### src/rtl/thermtrip_pkg.sv
// Package: shared constants for the thermal trip comparator.
// Assumes two channels: index 0 is local, index 1 is remote.
package thermtrip_pkg;
    localparam int TEMP_W    = 8;
    localparam int N_CH      = 2;
    localparam int CH_LOCAL  = 0;
    localparam int CH_REMOTE = 1;
    localparam logic [TEMP_W-1:0] LOCAL_DEF_C  = 8'd85;
    localparam logic [TEMP_W-1:0] REMOTE_DEF_C = 8'd100;
endpackage

### src/rtl/trip_threshold_sel.sv
// trip_threshold_sel: one programmable trip register together with its
// "written" flag. It outputs the written value once a write has happened
// since reset, and the fixed default before that.
// Assumes wr_en is sampled on the rising edge and is synchronous to clk.
module trip_threshold_sel #(
    parameter int          W       = 8,
    parameter logic [W-1:0] DEFAULT = '0
) (
    input  logic         clk,
    input  logic         rst_n,
    input  logic         wr_en,
    input  logic [W-1:0] wr_data,
    output logic [W-1:0] threshold
);
    logic         written_q;
    logic [W-1:0] prog_q;

    // Set the written flag on the first write; reset clears it.
    always_ff @(posedge clk) begin
        if (!rst_n)
            written_q <= 1'b0;
        else if (wr_en)
            written_q <= 1'b1;
    end

    // Hold the most recently written value.
    always_ff @(posedge clk) begin
        if (!rst_n)
            prog_q <= '0;
        else if (wr_en)
            prog_q <= wr_data;
    end

    // Choose between the written value and the default.
    always_comb begin
        threshold = written_q ? prog_q : DEFAULT;
    end
endmodule

### src/rtl/trip_cmp.sv
// trip_cmp: unsigned greater-or-equal test of a reading against a threshold.
// Purely combinational; assumes both operands share the width W.
module trip_cmp #(
    parameter int W = 8
) (
    input  logic [W-1:0] reading,
    input  logic [W-1:0] threshold,
    output logic         violate
);
    // Flag a reading at or above the threshold.
    always_comb begin
        violate = (reading >= threshold);
    end
endmodule

### src/rtl/trip_alarm_out.sv
// trip_alarm_out: combines the per-channel violations and registers the
// active-low alarm and the active-high fan override in separate flops.
// Assumes the violation vector settles within one cycle.
module trip_alarm_out #(
    parameter int N = 2
) (
    input  logic         clk,
    input  logic         rst_n,
    input  logic [N-1:0] violate,
    output logic         alarm_n,
    output logic         fan_full
);
    logic any_violate;

    // Merge the violations of all channels.
    always_comb begin
        any_violate = |violate;
    end

    // Register the active-low alarm; it is idle high in reset.
    always_ff @(posedge clk) begin
        if (!rst_n)
            alarm_n <= 1'b1;
        else
            alarm_n <= ~any_violate;
    end

    // Register the fan override; it is idle low in reset.
    always_ff @(posedge clk) begin
        if (!rst_n)
            fan_full <= 1'b0;
        else
            fan_full <= any_violate;
    end
endmodule

### src/rtl/thermal_trip_top.sv
// thermal_trip_top: per-channel trip threshold selection and comparison
// for the local and remote readings, merged into registered alarm outputs.
// Assumes readings and write strobes are synchronous to clk.
module thermal_trip_top
    import thermtrip_pkg::*;
#(
    parameter int                 TEMP_W         = thermtrip_pkg::TEMP_W,
    parameter logic [TEMP_W-1:0]  LOCAL_DEFAULT  = LOCAL_DEF_C,
    parameter logic [TEMP_W-1:0]  REMOTE_DEFAULT = REMOTE_DEF_C
) (
    input  logic              clk,
    input  logic              rst_n,
    input  logic [TEMP_W-1:0] local_temp,
    input  logic [TEMP_W-1:0] remote_temp,
    input  logic              local_trip_wr,
    input  logic [TEMP_W-1:0] local_trip_data,
    input  logic              remote_trip_wr,
    input  logic [TEMP_W-1:0] remote_trip_data,
    output logic              therm_alarm_n,
    output logic              fan_full
);
    localparam int NC = N_CH;

    logic [TEMP_W-1:0] reading_a [NC];
    logic [TEMP_W-1:0] wdata_a   [NC];
    logic [TEMP_W-1:0] thr_a     [NC];
    logic [NC-1:0]     wr_a;
    logic [NC-1:0]     viol;

    // Gather the port signals into per-channel arrays.
    always_comb begin
        reading_a[CH_LOCAL]  = local_temp;
        reading_a[CH_REMOTE] = remote_temp;
        wdata_a[CH_LOCAL]    = local_trip_data;
        wdata_a[CH_REMOTE]   = remote_trip_data;
        wr_a[CH_LOCAL]       = local_trip_wr;
        wr_a[CH_REMOTE]      = remote_trip_wr;
    end

    for (genvar c = 0; c < NC; c++) begin : g_ch
        localparam logic [TEMP_W-1:0] DEF_C =
            (c == CH_LOCAL) ? LOCAL_DEFAULT : REMOTE_DEFAULT;

        trip_threshold_sel #(.W(TEMP_W), .DEFAULT(DEF_C)) u_sel (
            .clk       (clk),
            .rst_n     (rst_n),
            .wr_en     (wr_a[c]),
            .wr_data   (wdata_a[c]),
            .threshold (thr_a[c])
        );

        trip_cmp #(.W(TEMP_W)) u_cmp (
            .reading   (reading_a[c]),
            .threshold (thr_a[c]),
            .violate   (viol[c])
        );
    end

    trip_alarm_out #(.N(NC)) u_out (
        .clk      (clk),
        .rst_n    (rst_n),
        .violate  (viol),
        .alarm_n  (therm_alarm_n),
        .fan_full (fan_full)
    );
endmodule

### config.mk
export PLATFORM = sky130hd
export DESIGN_NAME = thermal_trip_top
export DESIGN_NICKNAME = d
export VERILOG_FILES = /design/src/rtl/thermtrip_pkg.sv /design/src/rtl/trip_threshold_sel.sv /design/src/rtl/trip_cmp.sv /design/src/rtl/trip_alarm_out.sv /design/src/rtl/thermal_trip_top.sv
export SDC_FILE = /design/constraint.sdc
export NUM_CORES = 1
export LEC_CHECK = 0
export BUFFER_PORTS_ARGS = -buffer_cell sky130_fd_sc_hd__buf_2
export CORE_MARGIN = 4
export CORE_UTILIZATION = 53
export DETAILED_ROUTE_END_ITERATION = 6
export PLACE_DENSITY = 0.81
export RECOVER_POWER = 50
export SYNTH_ARGS = -nofsm -noshare
export SYNTH_HDL_FRONTEND = slang
export SYNTH_SLANG_ARGS = --single-unit
### constraint.sdc
create_clock -name clk -period 2.7 [get_ports clk]
set_input_delay 0.135 -clock clk [delete_from_list [all_inputs] [get_ports clk]]
set_output_delay 0.135 -clock clk [all_outputs]
set_load 0.02 [all_outputs]
==> summary.md, run 1 <==
| Metric | Value |
|---|---|
| Critical path capture point type | `register` |
| CTS resizes | `0` |
| Final setup fails | `0` |
| # diodes | `0` |
| Sequential fraction of the synthesis area | `35.48%` |
| Max Cap Viol | `0` |
| Die Y | `54.15 um` |
| Worst Hold Class | `in -> reg` |
| Initial Utilization | `56.37%` |
| I/O Buffers | `37` |
| Setup TNS | `0 ps` |
| Synth warnings | `0` |
| Max FO, Critical Path | `9` |
| Mapped Nets | `169` |
| Tmin final | `1797 ps` |
| Site Rows | `16` |
| R2R Setup Slk | `900 ps` |
| Share of cells above drive strength 1 | `27.63%` |
| Leak | `0.6564 nW` |
| Worst path arrival time | `1990 ps` |
| Core area | `2002 um2` |
| Number of antenna-violating nets in the routed design | `0` |
| Yosys cell types | `21` |
| Reg2reg start | `g_ch[1].u_sel.written_q` |
| Crit Path Class | `reg -> reg` |
| R2R depth | `6` |
| Initial antenna violation count | `0` |
| Routed via count | `905` |
| Fillcell total | `170` |
| Reg clk slew, reported paths | `120 ps` |
| Drt first-iter violations | `3` |
| Largest net degree at the start of global routing | `22` |
| Grt met3 use | `3.047%` |
| CP max stage delay | `480 ps` |
| Die area | `2932 um2` |
| Slew headroom | `76.48%` |
| Synthesis-to-layout area growth | `21.84%` |
| Post-Syn Area | `1129 um2` |
| Root buf cell | `clkbuf_4` |
| Met1 Use GR | `18.06%` |
| Die width | `54.15 um` |
| Slew Limit Fails | `0` |
| RD Place Congestion | `0.8422` |
| Fmax | `0.5564 GHz` |
| Pwr Density | `505.2 nW/um2` |
| Worst flop-to-flop path endpoint | `u_out.fan_full` |
| Total CTS buffers | `3` |
| Hold Buf Count CTS | `0` |
| DP HPWL | `1784 um` |
| Mapped Avg Cell Area | `9.646 um2` |
| Worst Hold Path EP | `g_ch[1].u_sel.prog_q[3]` |
| Clock Latency Late Sink | `310 ps` |
| Status | `completed` |
| Final Hold Viols | `0` |
| RSZ-0062 raised after global routing | `no` |
| Register bit total from synthesis | `20` |
| DR pass1 iterations | `3` |
| Global routing's busiest layer | `met2` |
| CP max stage cell | `dfxtp_1` |
| First-pass GRT wire length | `3525 um` |
| Number of global-route vias before repair | `918` |
| Final WL | `2199 um` |
| Clock skew | `3.932 ps` |
| Hold Path Stages | `3` |
| TritonCTS clock tree | `yes` |
| Min-delay src | `remote_trip_data[3]` |
| GRT overflow | `0` |
| H-tree Lvls | `1` |
| Critical Path RT | `2890 ps` |
| Ports | `38` |
| Peak supply drop | `0.0003652 V` |
| Vias per cell | `5.056` |
| DR DRC count | `0` |
| Slew @ Worst Pin | `343.9 ps` |
| WHS | `77.13 ps` |
| Drt wl/cell | `12.28 um` |
| Post-CTS setup repair buffer count | `0` |
| Startpoint types | `register` |
| All-layer global routing usage | `16.57%` |
| Fin crit share | `66.56%` |
| Gate Count Post-Synth | `117` |
| Clock buffer depth | `2` |
| Clock sink total | `20` |
| Commonest non-fill, non-tap cells in the layout | `37 x buf_2, 22 x nor2b_1, 20 x dfxtp_1` |
| M2 GR Usage | `30.48%` |
| Final nets | `205` |
| Critical Path, Cell by Cell | `and2_1 > ha_1 > nand2b_1 > a2111oi_0 > or3_1 > o221ai_1` |
| Commonest non-fill, non-tap cell in the layout | `buf_2` |
==> power by group <==
group / switching, mW / total, mW / internal (mW)
combinational: 0.0552 / 0.121 / 0.0654
clock: 0.0968 / 0.247 / 0.150
sequential: 0.0126 / 0.327 / 0.315
total: 0.165 / 0.695 / 0.530
==> metrics by stage <==
| step | cells | setup WS, ps | cell area (um2) | utilization (%) | total power, mW |
|---|---|---|---|---|---|
| 6_report | 179 | 902.8 | 1375 | 68.69 | 0.6947 |
| 5_1_grt | 179 | 694.1 | 1375 | 68.69 | 0.7272 |
| 4_1_cts | 179 | 873.2 | 1375 | 68.69 | 0.7003 |
| 3_5_place_dp | 175 | 890.4 | 1323 | 66.06 | 0.4554 |
| 3_3_place_gp | 175 | 1028 | 1323 | 66.06 | 0.4479 |
| 2_1_floorplan | 117 | 979.2 | 1129 | - | 0.4101 |
==> routing by layer <==
metal  part of all wire, %  vias to the layer above
met3                   6.0                        4
li1                      -                      476
met4                   1.1                        0
met1                    45                      403
met2                    48                       22
met5                     0                        -
==> critical path, delay by kind of cell (launching register included) <==
kind	cells	cell delay (ps)
simple gates	3	500
flops	1	480
compound gates	2	480
fa+ha+maj	1	210
==> layout make-up <==
cell class	count	area, um2	area share (%)
clock inverters	1	30.03	2.184
multi-input cells	89	695.7	50.59
inverters	2	7.507	0.5460
well taps	27	33.78	2.457
clock buffers	3	22.52	1.638
repair buffers	37	185.2	13.47
flip-flops and latches	20	400.4	29.12
==> synthesized netlist by cell type (all sizes together) <==
cell type  instances  share of area, %
a2111oi            2               1.6
mux2i             16                14
o21a               4               2.7
o221ai             1              0.78
clkbuf             4               1.3
a211oi             1              0.67
buf                2              0.89
inv                2              0.67
nor2               3               1.0
or3                2               1.1
nor2b             22                12
ha                16                18
o21ai              1              0.44
o221a              1               1.0
o211ai             1              0.67
dfxtp             20                35
nand3              2              0.89
and2               1              0.55
nand2b             3               1.7
a21oi              2              0.89
nand2             11               3.7
==> flip-flops by register name, indices dropped and copies added (netlist names) <==
name,count
g_ch.u_sel.written_q,2
u_out.alarm_n,1
u_out.fan_full,1
g_ch.u_sel.prog_q,16
==> cells by family (layout without fill, tap and decap cells) <==
group / Yosys count / in the layout / synth area share (%)
adders and majority gates: 16 / 16 / 17.74
DFF: 20 / 20 / 35.48
AOI/OAI and AO/OA: 13 / 13 / 8.648
and+or+nand+nor: 44 / 44 / 21.06
muxes: 16 / 16 / 14.19
buffers and inverters: 8 / 43 / 2.882
==> worst max path at each step <==
stage / startpoint / end / depth (start not counted)
floorplan: g_ch[0].u_sel.written_q / u_out.alarm_n / 7
global placement: g_ch[1].u_sel.written_q / u_out.fan_full / 6
finish: g_ch[1].u_sel.written_q / u_out.fan_full / 6
CTS: g_ch[1].u_sel.written_q / u_out.alarm_n / 6
global route: g_ch[1].u_sel.written_q / u_out.fan_full / 6
detailed placement: g_ch[1].u_sel.written_q / u_out.fan_full / 6
Note: power is estimated with default switching activity, not from simulation.
==> run 2, diff against run 1 <==
--- a/config.mk
+++ b/config.mk
@@ -5,11 +5,12 @@
 export SDC_FILE = /design/constraint.sdc
 export NUM_CORES = 1
 export LEC_CHECK = 0
+export ABC_AREA = 1
 export BUFFER_PORTS_ARGS = -buffer_cell sky130_fd_sc_hd__buf_2
 export CORE_MARGIN = 4
-export CORE_UTILIZATION = 53
+export CORE_UTILIZATION = 44
 export DETAILED_ROUTE_END_ITERATION = 6
-export PLACE_DENSITY = 0.81
+export PLACE_DENSITY = 0.72
 export RECOVER_POWER = 50
 export SYNTH_ARGS = -nofsm -noshare
 export SYNTH_HDL_FRONTEND = slang
==> constraint.sdc (replaced) <==
create_clock -name clk -period 1.55 [get_ports clk]
set_input_delay 0.0775 -clock clk [delete_from_list [all_inputs] [get_ports clk]]
set_output_delay 0.0775 -clock clk [all_outputs]
set_load 0.02 [all_outputs]
==> summary.md, run 2 <==
| Metric | Value |
|---|---|
| Leak | `0.7770 nW (was 0.6564 nW)` |
| Core area | `2455 um2 (was 2002 um2)` |
| GRT overflow | `0 (unchanged)` |
| RSZ-0062 raised after global routing | `yes (was no)` |
| Most common library cells after synthesis | `44 x nor2_1, 32 x nand2_1, 20 x dfxtp_1, 16 x ha_1, 14 x inv_1 (was 22 x nor2b_1, 20 x dfxtp_1, 16 x ha_1, 16 x mux2i_1, 11 x nand2_1)` |
| Reg clk slew, reported paths | `110 ps (was 120 ps)` |
| CP max stage delay | `350 ps (was 480 ps)` |
| RD Place Congestion | `0.7388 (was 0.8422)` |
| Crit Path Class | `reg -> reg (unchanged)` |
| Fmax | `0.6817 GHz (was 0.5564 GHz)` |
| Vias per cell | `4.736 (was 5.056)` |
| Peak supply drop | `0.0009211 V (was 0.0003652 V)` |
| Critical Path RT | `1760 ps (was 2890 ps)` |
| # diodes | `0 (unchanged)` |
| Clock Latency Late Sink | `290 ps (was 310 ps)` |
| Die Y | `58.45 um (was 54.15 um)` |
| Commonest non-fill, non-tap cells in the layout | `42 x nor2_1, 37 x buf_2, 31 x nand2_1 (was 37 x buf_2, 22 x nor2b_1, 20 x dfxtp_1)` |
| Die area | `3416 um2 (was 2932 um2)` |
| Tmin final | `1467 ps (was 1797 ps)` |
| Synth area leaders | `dfxtp_1 36%, ha_1 18%, nor2_1 15% (was dfxtp_1 35%, ha_1 18%, mux2i_1 14%)` |
| Max Cap Viol | `0 (unchanged)` |
| H-tree Lvls | `1 (unchanged)` |
| Clock skew | `4.143 ps (was 3.932 ps)` |
| Initial Utilization | `45.62% (was 56.37%)` |
| Yosys cell types | `16 (was 21)` |
| Slew Limit Fails | `0 (unchanged)` |
| Post-synth EDFFs | `0 (unchanged)` |
| Initial antenna violation count | `0 (unchanged)` |
| Largest net degree at the start of global routing | `19 (was 22)` |
| Final nets | `258 (was 205)` |
| Ports | `38 (unchanged)` |
| Area leader, netlist | `dfxtp_1 (unchanged)` |
| Drt wl/cell | `11.25 um (was 12.28 um)` |
| Commonest non-fill, non-tap cell in the layout | `nor2_1 (was buf_2)` |
| Site Rows | `18 (was 16)` |
| Routed via count | `1113 (was 905)` |
| Register bit total from synthesis | `20 (unchanged)` |
| DR DRC count | `0 (unchanged)` |
| First-pass GRT wire length | `4629 um (was 3525 um)` |
| Clock sink total | `20 (unchanged)` |
| Number of global-route vias before repair | `1121 (was 918)` |
| Clock buffer depth | `2 (unchanged)` |
| Gate Count Post-Synth | `158 (was 117)` |
| Die width | `58.45 um (was 54.15 um)` |
| Regs by FF count | `g_ch.u_sel.prog_q: 16 flops, g_ch.u_sel.written_q: 2 flops (unchanged)` |
| Top cell type's share of synthesized area | `35.75% (was 35.48%)` |
| Fin crit share | `94.64% (was 66.56%)` |
| Slew headroom | `81.66% (was 76.48%)` |
| Placed cell area | `1350 um2 (was 1323 um2)` |
| Total CTS buffers | `3 (unchanged)` |
| Max FO, Critical Path | `5 (was 9)` |
| Drt first-iter violations | `23 (was 3)` |
| Dominant synthesized flop cell | `dfxtp_1 (unchanged)` |
| Root buf cell | `clkbuf_4 (unchanged)` |
| All-layer global routing usage | `17.07% (was 16.57%)` |
| Status | `completed (unchanged)` |
| Final WL | `2643 um (was 2199 um)` |
| Final Hold Viols | `0 (unchanged)` |
| Pwr Density | `851.0 nW/um2 (was 505.2 nW/um2)` |
| Setup TNS | `0 ps (unchanged)` |
| Top reg by flops | `g_ch.u_sel.prog_q (unchanged)` |
| Worst path arrival time | `1670 ps (was 1990 ps)` |
| Ys async rst share | `0% (unchanged)` |
| Synthesis-to-layout area growth | `31.73% (was 21.84%)` |
| Mapped Nets | `210 (was 169)` |
| DP HPWL | `2223 um (was 1784 um)` |
| I/O Buffers | `37 (unchanged)` |
| Number of antenna-violating nets in the routed design | `0 (unchanged)` |
| Share of cells above drive strength 1 | `27.80% (was 27.63%)` |
| TritonCTS clock tree | `yes (unchanged)` |
| Startpoint types | `register (unchanged)` |
| Final setup fails | `0 (unchanged)` |
| CP max stage cell | `dfxtp_2 (was dfxtp_1)` |
| Count leader, synth | `nor2_1 (was nor2b_1)` |
| Cell area after layout | `1475 um2 (was 1375 um2)` |
| Max reg flops | `16 (unchanged)` |
| Slew @ Worst Pin | `275.1 ps (was 343.9 ps)` |
| WHS | `2.170 ps (was 77.13 ps)` |
| Synth warnings | `0 (unchanged)` |
| Critical Path, Cell by Cell | `inv_2 > or2_1 > ha_1 > nand2_1 > nor2_1 > nor2_1 > nand2_1 > nand2_1 > nand2_2 > nor2_2 > nor2_1 (was and2_1 > ha_1 > nand2b_1 > a2111oi_0 > or3_1 > o221ai_1)` |
| Worst Hold Class | `in -> reg (unchanged)` |
| DR pass1 iterations | `4 (was 3)` |
| Sequential fraction of the synthesis area | `35.75% (was 35.48%)` |
| Post-Syn Area | `1120 um2 (was 1129 um2)` |
| Mapped Avg Cell Area | `7.087 um2 (was 9.646 um2)` |
| Critical path capture point type | `register (unchanged)` |
==> run 2: cell count changes after synthesis, moves of 3 or more <==
cell	before	now
nor2_1	3	44
nor2b_1	22	0
nand2_1	11	32
mux2i_1	16	0
o21ai_1	0	13
inv_1	2	14
clkbuf_1	4	0
o21a_1	4	0
inv_2	0	3
nand2b_1	3	0
o21ai_0	1	4
==> run 2: per-layer routing <==
| layer | wire, um | track usage (%) | vias to the layer above |
|---|---|---|---|
| met3 | 98 | 3.509 | 2 |
| met5 | 0 | 0 | - |
| met2 | 1360 | 28.55 | 20 |
| met1 | 1174 | 22.52 | 496 |
| met4 | 10 | 3.974 | 0 |
| li1 | - | - | 595 |
==> run 2: power by group <==
part,leakage (nW),internal [mW],total (mW),switching [mW]
Sequential,0.167,0.552,0.574,0.0215
Combinational,0.582,0.121,0.264,0.143
Clock,0.0279,0.261,0.417,0.156
==> run 2: timing repair <==
item,CTS,global route
gates resized for setup,0,8
endpoints found under the hold margin,5,0
setup endpoints to repair,0,2
hold buffers,5,0
buffers inserted,0,0
==> run 2: cells by family after synthesis <==
kind of cell               share of synthesized area (%)
AOI/OAI and AO/OA                                  10.39
adders and majority gates                          17.88
buffers and inverters                              6.369
DFF                                                35.75
and+or+nand+nor                                    29.61
==> run 2: through the flow <==
step / setup slack (ps) / cells / util, % / power, mW
detailed placement: 57.86 / 226 / 54.99 / 0.8319
finish: 83.09 / 235 / 60.09 / 1.255
global placement: 128.9 / 226 / 54.99 / 0.8127
CTS: 40.85 / 235 / 59.17 / 1.252
global route: -28.55 / 235 / 60.09 / 1.330
floorplan: 104.1 / 158 / - / 0.7299
==> run 2: final timing paths <==
| check | start | endpoint | slack [ps] | cells after the start |
|---|---|---|---|---|
| setup / recovery | g_ch[0].u_sel.written_q | u_out.fan_full | 80 | 11 |
| hold reg to reg | g_ch[0].u_sel.prog_q[2] | g_ch[0].u_sel.prog_q[2] | 510 | 2 |
| setup reg to reg | g_ch[0].u_sel.written_q | u_out.fan_full | 80 | 11 |
| hold / removal | remote_trip_data[4] | g_ch[1].u_sel.prog_q[4] | 2 | 3 |
==> run 2: cell type report <==
cell class | instances | area [um2]
Fill cell | 236 | 979.7
Multi-Input combinational cell | 120 | 668.1
Sequential cell | 20 | 402.9
Timing Repair Buffer | 44 | 250.2
Inverter | 17 | 63.81
Tap cell | 30 | 37.54
Clock inverter | 1 | 30.03
Clock buffer | 3 | 22.52
==> run 2: critical path, delay by kind of cell, from the launching register on <==
family / cells / cell delay [ps]
AND/OR/NAND/NOR: 9 / 720
flip-flops: 1 / 350
adder cells (fa/ha/maj): 1 / 270
buffers and inverters: 1 / 50
==> run 3, diff against run 2 <==
--- a/config.mk
+++ b/config.mk
@@ -5,12 +5,13 @@
 export SDC_FILE = /design/constraint.sdc
 export NUM_CORES = 1
 export LEC_CHECK = 0
-export ABC_AREA = 1
 export BUFFER_PORTS_ARGS = -buffer_cell sky130_fd_sc_hd__buf_2
+export CELL_PAD_IN_SITES_DETAIL_PLACEMENT = 1
+export CELL_PAD_IN_SITES_GLOBAL_PLACEMENT = 1
 export CORE_MARGIN = 4
-export CORE_UTILIZATION = 44
+export CORE_UTILIZATION = 33
 export DETAILED_ROUTE_END_ITERATION = 6
-export PLACE_DENSITY = 0.72
+export PLACE_DENSITY = 0.73
 export RECOVER_POWER = 50
 export SYNTH_ARGS = -nofsm -noshare
 export SYNTH_HDL_FRONTEND = slang
==> summary.md, run 3 (synthesis gave the netlist of run 1 again) <==
| Metric | Value |
|---|---|
| Status | `complete, but fails checks (was completed)` |
| Failing checks | `setup timing` |
| Ports | `38 (unchanged)` |
| Critical Path, Cell by Cell | `buf_6 > and2_4 > ha_4 > nand2b_4 > a2111oi_4 > or3_1 > o221a_2 (was inv_2 > or2_1 > ha_1 > nand2_1 > nor2_1 > nor2_1 > nand2_1 > nand2_1 > nand2_2 > nor2_2 > nor2_1)` |
| P_sw | `0.3170 mW (was 0.3204 mW)` |
| Fin crit share | `110.1% (was 94.64%)` |
| Regs by FF count | `g_ch.u_sel.prog_q: 16 flops, g_ch.u_sel.written_q: 2 flops (unchanged)` |
| First-pass GRT wire length | `4733 um (was 4629 um)` |
| Startpoint types | `register (unchanged)` |
| Final Hold Viols | `0 (unchanged)` |
| Tmin final | `1706 ps (was 1467 ps)` |
| Sw frac | `24.92% (was 25.53%)` |
| Routed via count | `961 (was 1113)` |
| Core area | `3153 um2 (was 2455 um2)` |
| Initial Utilization | `35.79% (was 45.62%)` |
| Max Cap Viol | `0 (unchanged)` |
| Clock skew | `6.296 ps (was 4.143 ps)` |
| Clock sink total | `20 (unchanged)` |
| Root buf cell | `clkbuf_4 (unchanged)` |
| Worst flop-to-flop path endpoint | `u_out.alarm_n (was u_out.fan_full)` |
| Reg2reg start | `g_ch[1].u_sel.written_q (was g_ch[0].u_sel.written_q)` |
| Final WL | `2932 um (was 2643 um)` |
| Vias per cell | `4.757 (was 4.736)` |
| Synthesis-to-layout area growth | `36.36% (was 31.73%)` |
| RSZ-0062 raised after global routing | `yes (unchanged)` |
| Slew Limit Fails | `0 (unchanged)` |
| Slew @ Worst Pin | `287.4 ps (was 275.1 ps)` |
| Fmax | `0.5861 GHz (was 0.6817 GHz)` |
| Number of antenna-violating nets in the routed design | `0 (unchanged)` |
| Pint | `0.9550 mW (was 0.9349 mW)` |
| H-tree Lvls | `1 (unchanged)` |
| Final nets | `211 (was 258)` |
| GRT overflow | `0 (unchanged)` |
| Crit Path Class | `reg -> reg (unchanged)` |
| Clock buffer depth | `2 (unchanged)` |
| Drt first-iter violations | `6 (was 23)` |
| WHS | `23.47 ps (was 2.170 ps)` |
| Reg clk slew, reported paths | `130 ps (was 110 ps)` |
| Comb pwr share | `21.1% (about the same)` |
| Total CTS buffers | `3 (unchanged)` |
| Commonest non-fill, non-tap cells in the layout | `37 x buf_2, 21 x nor2b_1, 18 x dfxtp_1 (was 42 x nor2_1, 37 x buf_2, 31 x nand2_1)` |
| Setup crit end | `u_out.alarm_n (was u_out.fan_full)` |
| Final WS setup | `-156.1 ps (was 83.09 ps)` |
| Leak | `0.7028 nW (was 0.7770 nW)` |
| Worst Hold Class | `in -> reg (unchanged)` |
| R2R depth | `7 (was 11)` |
| # diodes | `0 (unchanged)` |
| Reg power frac | `44.8% (was 45.7%)` |
| Final setup fails | `2 (was 0)` |
| I/O Buffers | `37 (unchanged)` |
| Max FO, Critical Path | `4 (was 5)` |
| R2R Setup Slk | `-160 ps (was 80 ps)` |
| All-layer global routing usage | `14.03% (was 17.07%)` |
| Core Util, Final | `48.81% (was 60.09%)` |
| Setup TNS | `-236.4 ps (was 0 ps)` |
| Die Y | `66.48 um (was 58.45 um)` |
| Clock Latency Late Sink | `300 ps (was 290 ps)` |
| TritonCTS clock tree | `yes (unchanged)` |
| Peak supply drop | `0.0004780 V (was 0.0009211 V)` |
| Initial antenna violation count | `0 (unchanged)` |
| Top reg by flops | `g_ch.u_sel.prog_q (unchanged)` |
| Commonest non-fill, non-tap cell in the layout | `buf_2 (was nor2_1)` |
| Worst setup path startpoint | `g_ch[1].u_sel.written_q (was g_ch[0].u_sel.written_q)` |
| Die area | `4420 um2 (was 3416 um2)` |
| Die width | `66.48 um (was 58.45 um)` |
| Slew headroom | `80.80% (was 81.66%)` |
| Worst path arrival time | `1920 ps (was 1670 ps)` |
| DP HPWL | `2307 um (was 2223 um)` |
| Drt wl/cell | `14.51 um (was 11.25 um)` |
| RD Place Congestion | `0.7174 (was 0.7388)` |
| Share of cells above drive strength 1 | `37.34% (was 27.80%)` |
| Largest net degree at the start of global routing | `14 (was 19)` |
| DR DRC count | `0 (unchanged)` |
| Max reg flops | `16 (unchanged)` |
| Hold Path Stages | `3 (unchanged)` |
| Pwr Density | `826.5 nW/um2 (was 851.0 nW/um2)` |
| Fillcell total | `391 (was 236)` |
| Critical Path RT | `1760 ps (about the same)` |
| Clock power share | `34.1% (was 33.2%)` |
| Number of global-route vias before repair | `1058 (was 1121)` |
| Post-place setup slack | `-287.6 ps (was 57.86 ps)` |
| Site Rows | `20 (was 18)` |
| CP max stage cell | `dfxtp_4 (was dfxtp_2)` |
| Critical path capture point type | `register (unchanged)` |
| DR pass1 iterations | `2 (was 4)` |
| CP max stage delay | `390 ps (was 350 ps)` |
-- run 3: final cells by class --
type	instances	area, um2	area share, %
Clock inverter	1	30.03	1.951
Timing Repair Buffer	43	237.7	15.45
Multi-Input combinational cell	89	778.2	50.57
Clock buffer	3	22.52	1.463
Tap cell	44	55.05	3.577
Inverter	2	7.507	0.4878
Sequential cell	20	407.9	26.50
-- run 3: worst min path at each step --
stage / endpoint / from / slack [ps]
final: g_ch[0].u_sel.prog_q[6] / local_trip_data[6] / 20
after CTS: g_ch[0].u_sel.prog_q[6] / local_trip_data[6] / 10
after detailed placement: g_ch[0].u_sel.prog_q[6] / local_trip_data[6] / 340
after floorplan: g_ch[0].u_sel.prog_q[0] / local_trip_data[0] / 250
after global placement: g_ch[1].u_sel.prog_q[5] / remote_trip_data[5] / 340
after global routing: g_ch[1].u_sel.prog_q[0] / remote_trip_data[0] / 30
-- run 3: power by group through the flow --
stage / clock (mW) / sequential (mW) / combinational (mW)
after floorplan: 0 / 0.578 / 0.145
after global placement: 0 / 0.581 / 0.215
after detailed placement: 0 / 0.581 / 0.230
after CTS: 0.446 / 0.570 / 0.256
after global routing: 0.466 / 0.575 / 0.300
final: 0.434 / 0.570 / 0.268
-- run 3: layer usage --
| metal | part of all wire, % | global-route usage, % | wire (um) | vias up |
|---|---|---|---|---|
| met2 | 55 | 25.90 | 1601 | 16 |
| met4 | 0.38 | 2.284 | 11 | 0 |
| met5 | 0 | 0 | 0 | - |
| met1 | 42 | 16.48 | 1219 | 456 |
| met3 | 3.4 | 3.373 | 99 | 2 |
| li1 | - | - | - | 487 |
-- run 3: what timing repair did --
item / CTS / global route
gates resized for setup: 13 / 5
setup endpoints to repair: 2 / 2
buffers inserted: 3 / 0
gates cloned: 0 / 0
pin swaps: 5 / 0
hold buffers: 0 / 0
-- run 3: worst max-delay path: cells and delay by family, from the launching register on --
family	cells	cell delay (ps)
AOI/OAI and AO/OA	2	300
adders and majority gates	1	240
buffers and inverters	1	110
DFF	1	390
and+or+nand+nor	3	560
-- run 3: metrics by stage --
step | power (mW) | instances | instance area (um2)
4_1_cts | 1.272 | 202 | 1506
6_report | 1.272 | 202 | 1539
3_5_place_dp | 0.8117 | 195 | 1381
2_1_floorplan | 0.7237 | 117 | 1164
5_1_grt | 1.341 | 202 | 1539
3_3_place_gp | 0.7959 | 195 | 1381
